### src/rtl/periph_adapter_pkg.sv
package periph_adapter_pkg;

    typedef enum logic [1:0] {
        CYC_IDLE  = 2'd0,
        CYC_READ  = 2'd1,
        CYC_WRITE = 2'd2
    } cyc_state_t;

    // Register select codes in the low bits of the port byte
    localparam logic [1:0] RSEL_DATA = 2'b00;
    localparam logic [1:0] RSEL_STAT = 2'b01;
    localparam logic [1:0] RSEL_CTRL = 2'b10;

    // Status bit positions
    localparam int ST_IN_FULL   = 0;
    localparam int ST_OUT_EMPTY = 1;
    localparam int ST_OVERRUN   = 2;

    // Control bit positions
    localparam int CT_RUN     = 0;
    localparam int CT_IRQ_EN  = 1;
    localparam int CT_CLR_ERR = 2;
    localparam int CT_SRC_IN  = 3;
    localparam int CT_SRC_OUT = 4;

    typedef struct packed {
        logic src_out;
        logic src_in;
        logic irq_en;
        logic run;
    } ctrl_t;

endpackage

### src/rtl/periph_adapter_decode.sv
module periph_adapter_decode #(
    parameter int          ADDR_W    = 16,
    parameter int          PORT_W    = 8,
    parameter int          DEV_W     = 6,
    parameter int unsigned DEV_ID    = 'h2A,
    parameter int unsigned MEM_PAGE  = 'hF0,
    localparam int         SEL_W     = PORT_W - DEV_W,
    localparam int         PAGE_W    = ADDR_W - PORT_W
) (
    input  logic              mem_mapped,
    input  logic [ADDR_W-1:0] addr,
    input  logic              io_rd,
    input  logic              io_wr,
    input  logic              mem_rd,
    input  logic              mem_wr,
    output logic              rd_req,
    output logic              wr_req,
    output logic [SEL_W-1:0]  reg_sel
);

    logic dev_hit;
    logic page_hit;

    assign dev_hit = (addr[PORT_W-1:SEL_W] == DEV_W'(DEV_ID));
    assign reg_sel = addr[SEL_W-1:0];

    // The page compare exists only when the bus is wider than a port byte
    generate
        if (PAGE_W > 0) begin : g_page
            assign page_hit = (addr[ADDR_W-1:PORT_W] == PAGE_W'(MEM_PAGE));
        end else begin : g_nopage
            assign page_hit = 1'b1;
        end
    endgenerate

    always_comb begin
        if (mem_mapped) begin
            rd_req = dev_hit & page_hit & mem_rd;
            wr_req = dev_hit & page_hit & mem_wr;
        end else begin
            rd_req = dev_hit & io_rd;
            wr_req = dev_hit & io_wr;
        end
    end

endmodule

### src/rtl/periph_adapter_cycle.sv
module periph_adapter_cycle
    import periph_adapter_pkg::*;
(
    input  logic clk,
    input  logic rst_n,
    input  logic rd_req,
    input  logic wr_req,
    output logic rd_fire,
    output logic wr_fire,
    output logic drive_en
);

    cyc_state_t state_q;
    cyc_state_t state_d;

    // State register
    always_ff @(posedge clk) begin
        if (!rst_n) begin
            state_q <= CYC_IDLE;
        end else begin
            state_q <= state_d;
        end
    end

    // Transitions and one-shot action strobes
    always_comb begin
        state_d = state_q;
        rd_fire = 1'b0;
        wr_fire = 1'b0;
        unique case (state_q)
            CYC_IDLE: begin
                if (rd_req) begin
                    state_d = CYC_READ;
                    rd_fire = 1'b1;
                end else if (wr_req) begin
                    state_d = CYC_WRITE;
                    wr_fire = 1'b1;
                end
            end
            CYC_READ: begin
                if (!rd_req) begin
                    state_d = CYC_IDLE;
                end
            end
            CYC_WRITE: begin
                if (!wr_req) begin
                    state_d = CYC_IDLE;
                end
            end
            default: begin
                state_d = CYC_IDLE;
            end
        endcase
    end

    // Registered-state outputs
    always_comb begin
        drive_en = (state_q == CYC_READ);
    end

endmodule

### src/rtl/periph_adapter_regs.sv
module periph_adapter_regs
    import periph_adapter_pkg::*;
#(
    parameter int DATA_W = 8,
    parameter int SEL_W  = 2
) (
    input  logic              clk,
    input  logic              rst_n,
    input  logic              rd_fire,
    input  logic              wr_fire,
    input  logic [SEL_W-1:0]  reg_sel,
    input  logic [DATA_W-1:0] wdata,
    input  logic              per_in_valid,
    input  logic [DATA_W-1:0] per_in_data,
    input  logic              per_out_ready,
    output logic              per_out_valid,
    output logic [DATA_W-1:0] per_out_data,
    output logic [DATA_W-1:0] rdata_q,
    output logic              irq,
    output logic              in_full,
    output logic              run,
    output logic              irq_en
);

    logic [DATA_W-1:0] in_data_q;
    logic [DATA_W-1:0] out_data_q;
    logic              in_full_q;
    logic              out_empty_q;
    logic              ovr_q;
    ctrl_t             ctrl_q;

    logic [DATA_W-1:0] status_vec;
    logic [DATA_W-1:0] ctrl_vec;
    logic              rx_evt;
    logic              tx_done;
    logic              data_wr;
    logic              data_rd;
    logic              ctrl_wr;
    logic              err_evt;

    // Decoded register actions
    assign data_wr = wr_fire & (reg_sel == SEL_W'(RSEL_DATA));
    assign data_rd = rd_fire & (reg_sel == SEL_W'(RSEL_DATA));
    assign ctrl_wr = wr_fire & (reg_sel == SEL_W'(RSEL_CTRL));

    // Peripheral-side events
    assign rx_evt  = per_in_valid & ctrl_q.run;
    assign tx_done = per_out_valid & per_out_ready;
    assign err_evt = (rx_evt & in_full_q) | (data_wr & ~out_empty_q);

    // Receive path
    always_ff @(posedge clk) begin
        if (!rst_n) begin
            in_full_q <= 1'b0;
            in_data_q <= '0;
        end else begin
            if (data_rd) begin
                in_full_q <= 1'b0;
            end
            if (rx_evt && !in_full_q) begin
                in_full_q <= 1'b1;
                in_data_q <= per_in_data;
            end
        end
    end

    // Transmit path
    always_ff @(posedge clk) begin
        if (!rst_n) begin
            out_empty_q <= 1'b1;
            out_data_q  <= '0;
        end else begin
            if (tx_done) begin
                out_empty_q <= 1'b1;
            end
            if (data_wr && out_empty_q) begin
                out_empty_q <= 1'b0;
                out_data_q  <= wdata;
            end
        end
    end

    // Overrun flag: a new error wins over a clear command in the same cycle
    always_ff @(posedge clk) begin
        if (!rst_n) begin
            ovr_q <= 1'b0;
        end else begin
            if (ctrl_wr && wdata[CT_CLR_ERR]) begin
                ovr_q <= 1'b0;
            end
            if (err_evt) begin
                ovr_q <= 1'b1;
            end
        end
    end

    // Control register
    always_ff @(posedge clk) begin
        if (!rst_n) begin
            ctrl_q <= '0;
        end else if (ctrl_wr) begin
            ctrl_q.run     <= wdata[CT_RUN];
            ctrl_q.irq_en  <= wdata[CT_IRQ_EN];
            ctrl_q.src_in  <= wdata[CT_SRC_IN];
            ctrl_q.src_out <= wdata[CT_SRC_OUT];
        end
    end

    // Read-back images
    always_comb begin
        status_vec               = '0;
        status_vec[ST_IN_FULL]   = in_full_q;
        status_vec[ST_OUT_EMPTY] = out_empty_q;
        status_vec[ST_OVERRUN]   = ovr_q;
        ctrl_vec                 = '0;
        ctrl_vec[CT_RUN]         = ctrl_q.run;
        ctrl_vec[CT_IRQ_EN]      = ctrl_q.irq_en;
        ctrl_vec[CT_SRC_IN]      = ctrl_q.src_in;
        ctrl_vec[CT_SRC_OUT]     = ctrl_q.src_out;
    end

    // Read data captured once at the start of a read cycle
    always_ff @(posedge clk) begin
        if (!rst_n) begin
            rdata_q <= '0;
        end else if (rd_fire) begin
            if (reg_sel == SEL_W'(RSEL_DATA)) begin
                rdata_q <= in_data_q;
            end else if (reg_sel == SEL_W'(RSEL_STAT)) begin
                rdata_q <= status_vec;
            end else if (reg_sel == SEL_W'(RSEL_CTRL)) begin
                rdata_q <= ctrl_vec;
            end else begin
                rdata_q <= '0;
            end
        end
    end

    assign per_out_valid = ctrl_q.run & ~out_empty_q;
    assign per_out_data  = out_data_q;
    assign irq           = ctrl_q.irq_en &
                           ((ctrl_q.src_in & in_full_q) | (ctrl_q.src_out & out_empty_q));
    assign in_full       = in_full_q;
    assign run           = ctrl_q.run;
    assign irq_en        = ctrl_q.irq_en;

endmodule

### src/rtl/periph_adapter.sv
module periph_adapter #(
    parameter int          ADDR_W   = 16,
    parameter int          DATA_W   = 8,
    parameter int          PORT_W   = 8,
    parameter int          DEV_W    = 6,
    parameter int unsigned DEV_ID   = 'h2A,
    parameter int unsigned MEM_PAGE = 'hF0
) (
    input  logic              clk,
    input  logic              rst_n,
    input  logic              mem_mapped,
    input  logic [ADDR_W-1:0] addr,
    input  logic              io_rd,
    input  logic              io_wr,
    input  logic              mem_rd,
    input  logic              mem_wr,
    input  logic [DATA_W-1:0] bus_wdata,
    output logic [DATA_W-1:0] bus_rdata,
    output logic              bus_rd_oe,
    input  logic              per_in_valid,
    input  logic [DATA_W-1:0] per_in_data,
    output logic              per_out_valid,
    output logic [DATA_W-1:0] per_out_data,
    input  logic              per_out_ready,
    output logic              irq
);

    localparam int SEL_W = PORT_W - DEV_W;

    logic              rd_req;
    logic              wr_req;
    logic [SEL_W-1:0]  reg_sel;
    logic              rd_fire;
    logic              wr_fire;
    logic              drive_en;
    logic [DATA_W-1:0] rdata_q;
    logic              in_full;
    logic              run;
    logic              irq_en;

    periph_adapter_decode #(
        .ADDR_W   (ADDR_W),
        .PORT_W   (PORT_W),
        .DEV_W    (DEV_W),
        .DEV_ID   (DEV_ID),
        .MEM_PAGE (MEM_PAGE)
    ) u_decode (
        .mem_mapped (mem_mapped),
        .addr       (addr),
        .io_rd      (io_rd),
        .io_wr      (io_wr),
        .mem_rd     (mem_rd),
        .mem_wr     (mem_wr),
        .rd_req     (rd_req),
        .wr_req     (wr_req),
        .reg_sel    (reg_sel)
    );

    periph_adapter_cycle u_cycle (
        .clk      (clk),
        .rst_n    (rst_n),
        .rd_req   (rd_req),
        .wr_req   (wr_req),
        .rd_fire  (rd_fire),
        .wr_fire  (wr_fire),
        .drive_en (drive_en)
    );

    periph_adapter_regs #(
        .DATA_W (DATA_W),
        .SEL_W  (SEL_W)
    ) u_regs (
        .clk           (clk),
        .rst_n         (rst_n),
        .rd_fire       (rd_fire),
        .wr_fire       (wr_fire),
        .reg_sel       (reg_sel),
        .wdata         (bus_wdata),
        .per_in_valid  (per_in_valid),
        .per_in_data   (per_in_data),
        .per_out_ready (per_out_ready),
        .per_out_valid (per_out_valid),
        .per_out_data  (per_out_data),
        .rdata_q       (rdata_q),
        .irq           (irq),
        .in_full       (in_full),
        .run           (run),
        .irq_en        (irq_en)
    );

    // Pad-side read path: zero whenever the bus is not being driven
    assign bus_rd_oe = drive_en;
    assign bus_rdata = drive_en ? rdata_q : '0;

endmodule

### config.mk
export PLATFORM = sky130hd
export DESIGN_NAME = periph_adapter
export DESIGN_NICKNAME = d
export VERILOG_FILES = /design/src/rtl/periph_adapter_pkg.sv /design/src/rtl/periph_adapter_decode.sv /design/src/rtl/periph_adapter_cycle.sv /design/src/rtl/periph_adapter_regs.sv /design/src/rtl/periph_adapter.sv
export SDC_FILE = /design/constraint.sdc
export NUM_CORES = 1
export LEC_CHECK = 0
export BUFFER_PORTS_ARGS = -buffer_cell sky130_fd_sc_hd__buf_2
export CAP_MARGIN = 20
export CORE_MARGIN = 2
export CORE_UTILIZATION = 42
export DETAILED_ROUTE_END_ITERATION = 6
export HOLD_SLACK_MARGIN = 0.12
export PLACE_DENSITY = 0.77
export SLEW_MARGIN = 0
export SYNTH_ARGS = -nofsm -noshare
export SYNTH_HDL_FRONTEND = slang
export SYNTH_SLANG_ARGS = --single-unit
### constraint.sdc
create_clock -name clk -period 2.1 [get_ports clk]
set_input_delay 0.315 -clock clk [delete_from_list [all_inputs] [get_ports clk]]
set_output_delay 0.315 -clock clk [all_outputs]
set_load 0.01 [all_outputs]
==> impl_metrics.py, run 1 <==
metrics = {
    "clock_tree": {
        "cts_max_level": 2,
        "clock_sinks": 33,
        "path_clk_slew_ns": 0.07,
        "clkLatencyLatePin_ns": 0.29,
        "numCtsBuffers": 5,
        "clockRootBuffer": "clkbuf_8",
        "post_cts_buffers": 0,
        "clk_path_buf_depth": 2,
        "cts_tree": "done",
        "cts_resized": 0,
        "cts-hold-fix-buffers": 0,
    },
    "power": {
        "ir_drop_v": 0.000409,
        "powerDensity_nw_per_um2": 603,
        "p_leak_nw": 0.881,
    },
    "die": {
        "dieArea_um2": 4250,
        "ios": 60,
        "die_x_um": 65.2,
        "dieHeight_um": 65.2,
        "coreArea_um2": 3630,
        "rows": 22,
        "start_util": 0.433,
    },
    "placement": {
        "globalplace.congestion": 0.755,
        "dpl_cell_area_um2": 1890,
        "post-dp-hpwl_mm": 2.43,
        "io_buffers": 59,
    },
    "sta": {
        "fin_crit_ns": 1.72,
        "fmax_mhz": 581,
        "skew_ns": 0.00610,
        "setup_viol": 0,
        "finalSetupTns_ns": 0,
        "hold_viol": 0,
        "worst_slew_pin_slew_ns": 0.471,
        "drv_slew": 0,
        "period_share": 0.820,
        "slew-limit-headroom": 0.685,
        "rsz0062_at_grt": "false",
    },
    "global_routing": {
        "grt_pass1_vias": 1235,
        "track_usage": 0.169,
        "grt_pass1_wl_mm": 5.35,
        "grt_max_degree": 33,
        "antenna_found_initial": 0,
        "globalRoute.totalOverflow": 0,
    },
    "layout": {
        "fin_nets": 270,
        "design_area_um2": 1980,
        "num_antenna_cells": 0,
        "drive_gt1_frac": 0.336,
        "fin_util": 0.546,
        "syn2layout_area_growth_pct": 26.2,
        "mostFrequentLayoutCells": "buf_2, nand2_1, dfxtp_1, mux2i_1",
        "final_common_cell": "buf_2",
    },
    "synth": {
        "synth_area_um2": 1570,
        "synth_seq_cells": 33,
        "synth_cell_types": 38,
        "synthMuxAreaShare": 0.109,
        "syn-num-nets": 212,
        "synth_simple_gate_area_share": 0.296,
        "syn_inst": 171,
        "yosysSeqAreaShare": 0.420,
        "synth_edf_count": 0,
        "synth_compound_area_frac": 0.149,
        "async_flop_share": 0,
        "synthFlopType": "dfxtp_1",
        "synth-xor-area-share": 0,
        "synth_fa_ha_area_frac": 0,
        "synth_warnings": 0,
        "synth_top_family_by_area": "simple AND/OR/NAND/NOR gates",
        "synth_area_per_cell_um2": 9.20,
    },
    "routing": {
        "first_iter_violations": 54,
        "drc": 0,
        "ant_nets": 0,
        "routed-via-count": 1369,
        "wl_per_cell_um": 11.5,
        "viasPerCell": 4.94,
        "firstDrtPassIters": 4,
        "finalWirelength_mm": 3.19,
    },
    "worst_setup_path": {
        "cpMaxStageDelayCell": "and4bb_2",
        "crit_buf_inv": 0,
        "critPathKind": "flip-flop to flip-flop",
        "crit_required_ns": 2.32,
        "cp-end-kind": "flip-flop",
        "crit_path_start_kind": "flip-flop",
        "worst_path_largest_cell_delay_ns": 0.43,
        "crit_fanout": 8,
        "worstPathCellList": "nor4b_2 > and3b_1 > and4bb_2 > mux2i_1",
        "crit_family": "simple AND/OR/NAND/NOR gates",
        "critPathArrivalTime_ns": 1.95,
    },
    "min_path": {
        "hold_class": "input pin to flip-flop",
    },
    "run_status": {
        "status": "completed",
    },
    "flow_run": {
        "maxCapViolations": 0,
    },
}
## synthesized netlist by cell type (all sizes together), types with 2 or more instances
| cell | instances | area (um2) |
|---|---|---|
| nand4 | 2 | 12.5 |
| o211ai | 2 | 20.0 |
| nand2 | 39 | 146 |
| o21ai | 3 | 15.0 |
| nand3 | 3 | 15.0 |
| nor2b | 10 | 65.1 |
| buf | 2 | 15.0 |
| and4bb | 2 | 25.0 |
| nand3b | 2 | 15.0 |
| nor2 | 3 | 11.3 |
| mux2i | 16 | 160 |
| o211a | 2 | 20.0 |
| a22o | 3 | 26.3 |
| clkbuf | 7 | 26.3 |
| a21boi | 9 | 67.6 |
| and2 | 9 | 56.3 |
| and3b | 2 | 17.5 |
| dfxtp | 33 | 661 |
| o2bb2ai | 2 | 17.5 |
| nand2b | 4 | 25.0 |
| a21oi | 3 | 26.3 |
## worst paths after layout
kind                                             start  depth (start not counted)  slack (ns)                endpoint
worst max-delay path                u_cycle.state_q[1]                          4        0.38  u_regs.per_out_data[0]
worst min-delay path                     per_out_ready                          3        0.24      u_regs.out_empty_q
worst max register to register      u_cycle.state_q[1]                          4        0.38  u_regs.per_out_data[0]
worst min register to register  u_regs.per_out_data[6]                          2        0.46  u_regs.per_out_data[6]
## final cells by class
type                    instances  area (um2)
flip-flops and latches         33         661
clock buffers                   6        82.6
fillers                       357        1650
clock inverters                 1        7.51
well taps                      48        60.1
multi-input cells             129         871
repair buffers                 60         303
## worst min-delay path, stage by stage
cell	delay, ns
buf_2	0.08
nand2_1	0.04
nand3_1	0.07
## registers in the layout, indices dropped and copies added (netlist names)
register,flops
u_regs.out_empty_q,1
u_regs.irq_en,1
u_regs.in_full,1
u_regs.run,1
u_regs.per_out_data,8
u_regs.rdata_q,8
u_regs.ovr_q,1
u_cycle.state_q,2
u_regs.ctrl_q,2
u_regs.in_data_q,8
## through the flow
stage / power, mW / setup slack (ns) / std cells / hold slack, ns
global route: 1.25 / 0.275 / 277 / 0.264
floorplan: 0.676 / 0.570 / 171 / 0.424
detailed placement: 0.725 / 0.283 / 270 / 0.443
finish: 1.20 / 0.378 / 277 / 0.241
CTS: 1.21 / 0.367 / 277 / 0.235
global placement: 0.723 / 0.316 / 270 / 0.443
## power breakdown
group / total, mW / internal [mW] / switching (mW)
logic: 0.0838 / 0.0435 / 0.0403
registers: 0.626 / 0.626 / 0.000241
clock network: 0.487 / 0.259 / 0.229
## kinds of logic (layout without fill, tap and decap cells)
logic type,after synthesis,in the layout
compound gates,29,29
buf+inv,9,67
flops,33,33
mux,17,17
simple gates,83,83
## layer usage
layer / share of wire / wire [um] / GRT usage
met1: 0.44 / 1420 / 0.193
met2: 0.45 / 1450 / 0.270
met3: 0.075 / 240 / 0.0685
met4: 0.027 / 85 / 0.0859
met5: 0 / 0 / 0
Power figures use the tool's default switching activity.
==> run 2, diff against run 1 <==
clock period = 1.6 ns   (was 2.1 ns; I/O delays follow)
==> run 2 against run 1 <==
  * Combinational power up 40%
  * First-iteration DRC count rose by 9.3%
  * Non-clock buffer count is 9 higher
  * Maximum frequency is 13% higher
  * Worst hold slack got worse by 0.067 ns
  * Largest cell class unchanged
  * Highest routed layer unchanged
==> impl_metrics.py, run 2 (synthesis results as in run 1) <==
metrics = {
    "min_path": {
        "min_path_cells": 3,
        "hold_start": "per_out_ready",
        "hold_class": "input pin to flip-flop",
        "holdPathEnd": "u_regs.out_empty_q",
    },
    "placement": {
        "io_buffers": 59,
        "dp_cells": 278,
        "post-dp-hpwl_mm": 2.61,
        "globalplace.congestion": 0.829,
        "dpl_cell_area_um2": 1970,
        "pre_cts_slack_ns": -0.0507,
    },
    "power": {
        "p_leak_nw": 0.924,
        "ir_drop_v": 0.000404,
        "finalPower_mw": 1.54,
        "powerDensity_nw_per_um2": 742,
    },
    "sta": {
        "fin_ws_ns": 0.0713,
        "drv_slew": 0,
        "worst_slew_pin_slew_ns": 0.355,
        "period_share": 0.955,
        "hold_ws_ns": 0.174,
        "slew-limit-headroom": 0.757,
        "fin_crit_ns": 1.53,
        "fmax_mhz": 654,
        "skew_ns": 0.00573,
        "finalSetupTns_ns": 0,
        "rsz0062_at_grt": "true",
        "setup_viol": 0,
        "hold_viol": 0,
    },
    "worst_setup_path": {
        "worst_path_largest_cell_delay_ns": 0.34,
        "cpMaxStageDelayCell": "dfxtp_2",
        "critPathArrivalTime_ns": 1.75,
        "crit_buf_inv": 1,
        "rr_startpoint": "u_cycle.state_q[0]",
        "critPathKind": "flip-flop to flip-flop",
        "crit_family": "simple AND/OR/NAND/NOR gates",
        "rrSetupSlack_ns": 0.07,
        "ff2ff_path_depth": 5,
        "crit_path_start_kind": "flip-flop",
        "r2r-end": "u_regs.per_out_data[7]",
        "crit_fanout": 8,
        "crit_required_ns": 1.82,
        "cp-end-kind": "flip-flop",
        "worstPathCellList": "nor4b_4 > and3b_2 > and4bb_2 > buf_12 > mux2i_1",
    },
    "routing": {
        "finalWirelength_mm": 3.43,
        "drc": 0,
        "m1WireLength_mm": 1.43,
        "first_iter_violations": 59,
        "ant_nets": 0,
        "firstDrtPassIters": 5,
        "routed-via-count": 1436,
        "routed-wl-met2_mm": 1.68,
        "highest_layer": "met4",
        "viasPerCell": 5.00,
        "wl_per_cell_um": 12.0,
        "dr_wl_met3_um": 227,
    },
    "clock_tree": {
        "clock_sinks": 33,
        "cts_max_level": 2,
        "clkLatencyLatePin_ns": 0.29,
        "path_clk_slew_ns": 0.07,
        "cts_tree": "done",
        "numCtsBuffers": 5,
        "clk_path_buf_depth": 2,
        "clockRootBuffer": "clkbuf_8",
    },
    "global_routing": {
        "grt_max_degree": 24,
        "grt_pass1_wl_mm": 5.73,
        "antenna_found_initial": 0,
        "globalRoute.totalOverflow": 0,
        "track_usage": 0.177,
        "grt_pass1_vias": 1352,
    },
    "die": {
        "rows": 22,
        "dieArea_um2": 4250,
        "die_x_um": 65.2,
        "coreArea_um2": 3630,
        "dieHeight_um": 65.2,
        "start_util": 0.433,
        "ios": 60,
    },
    "layout": {
        "syn2layout_area_growth_pct": 32.0,
        "mostFrequentLayoutCells": "buf_2, nand2_1, dfxtp_1, mux2i_1",
        "final_common_cell": "buf_2",
        "num_antenna_cells": 0,
        "final_cells": 287,
        "design_area_um2": 2080,
        "fin_util": 0.571,
        "drive_gt1_frac": 0.372,
        "fin_nets": 279,
    },
    "run_status": {
        "status": "completed",
    },
    "flow_run": {
        "maxCapViolations": 0,
    },
}
==> run 2: cell count changes in the layout (fill, tap and decap cells not counted), sizes merged <==
cell,delta
buf,+9
clkbuf,+1
==> run 2: power by group <==
group	switching, mW	internal [mW]
registers	0.000295	0.822
logic	0.0556	0.0618
clock network	0.294	0.307
total	0.350	1.19
==> run 2: worst max path at each step <==
stage	start	end	cells after the start
finish	u_cycle.state_q[0]	u_regs.per_out_data[7]	5
global route	u_cycle.state_q[0]	u_regs.per_out_data[4]	5
CTS	u_cycle.state_q[1]	u_regs.per_out_data[0]	5
detailed placement	addr[9]	u_regs.per_out_data[1]	7
global placement	addr[9]	u_regs.per_out_data[3]	7
floorplan	u_cycle.state_q[1]	u_regs.per_out_data[0]	5
==> run 2: metal layers <==
layer,GRT usage,vias up
met5,0,-
met4,0.0964,0
met3,0.0479,11
met2,0.293,49
met1,0.207,645
li1,-,731
==> run 2: timing repair <==
| item | CTS | global route |
|---|---|---|
| hold buffers | 0 | 0 |
| pin swaps | 0 | 2 |
| resized for setup | 1 | 4 |
| endpoints found under the setup margin | 8 | 17 |
| setup buffers | 0 | 1 |
==> run 2: area by class of cell <==
class                   count  area (um2)
clock inverters             1        7.51
well taps                  48        60.1
clock buffers               7        76.3
multi-input cells         129         887
flip-flops and latches     33         662
repair buffers             69         383
fillers                   345        1560
==> run 2: tightest hold or removal path: cells and delay by family <==
kind / cells / cell delay [ns]
buffers and inverters: 1 / 0.08
and+or+nand+nor: 2 / 0.11
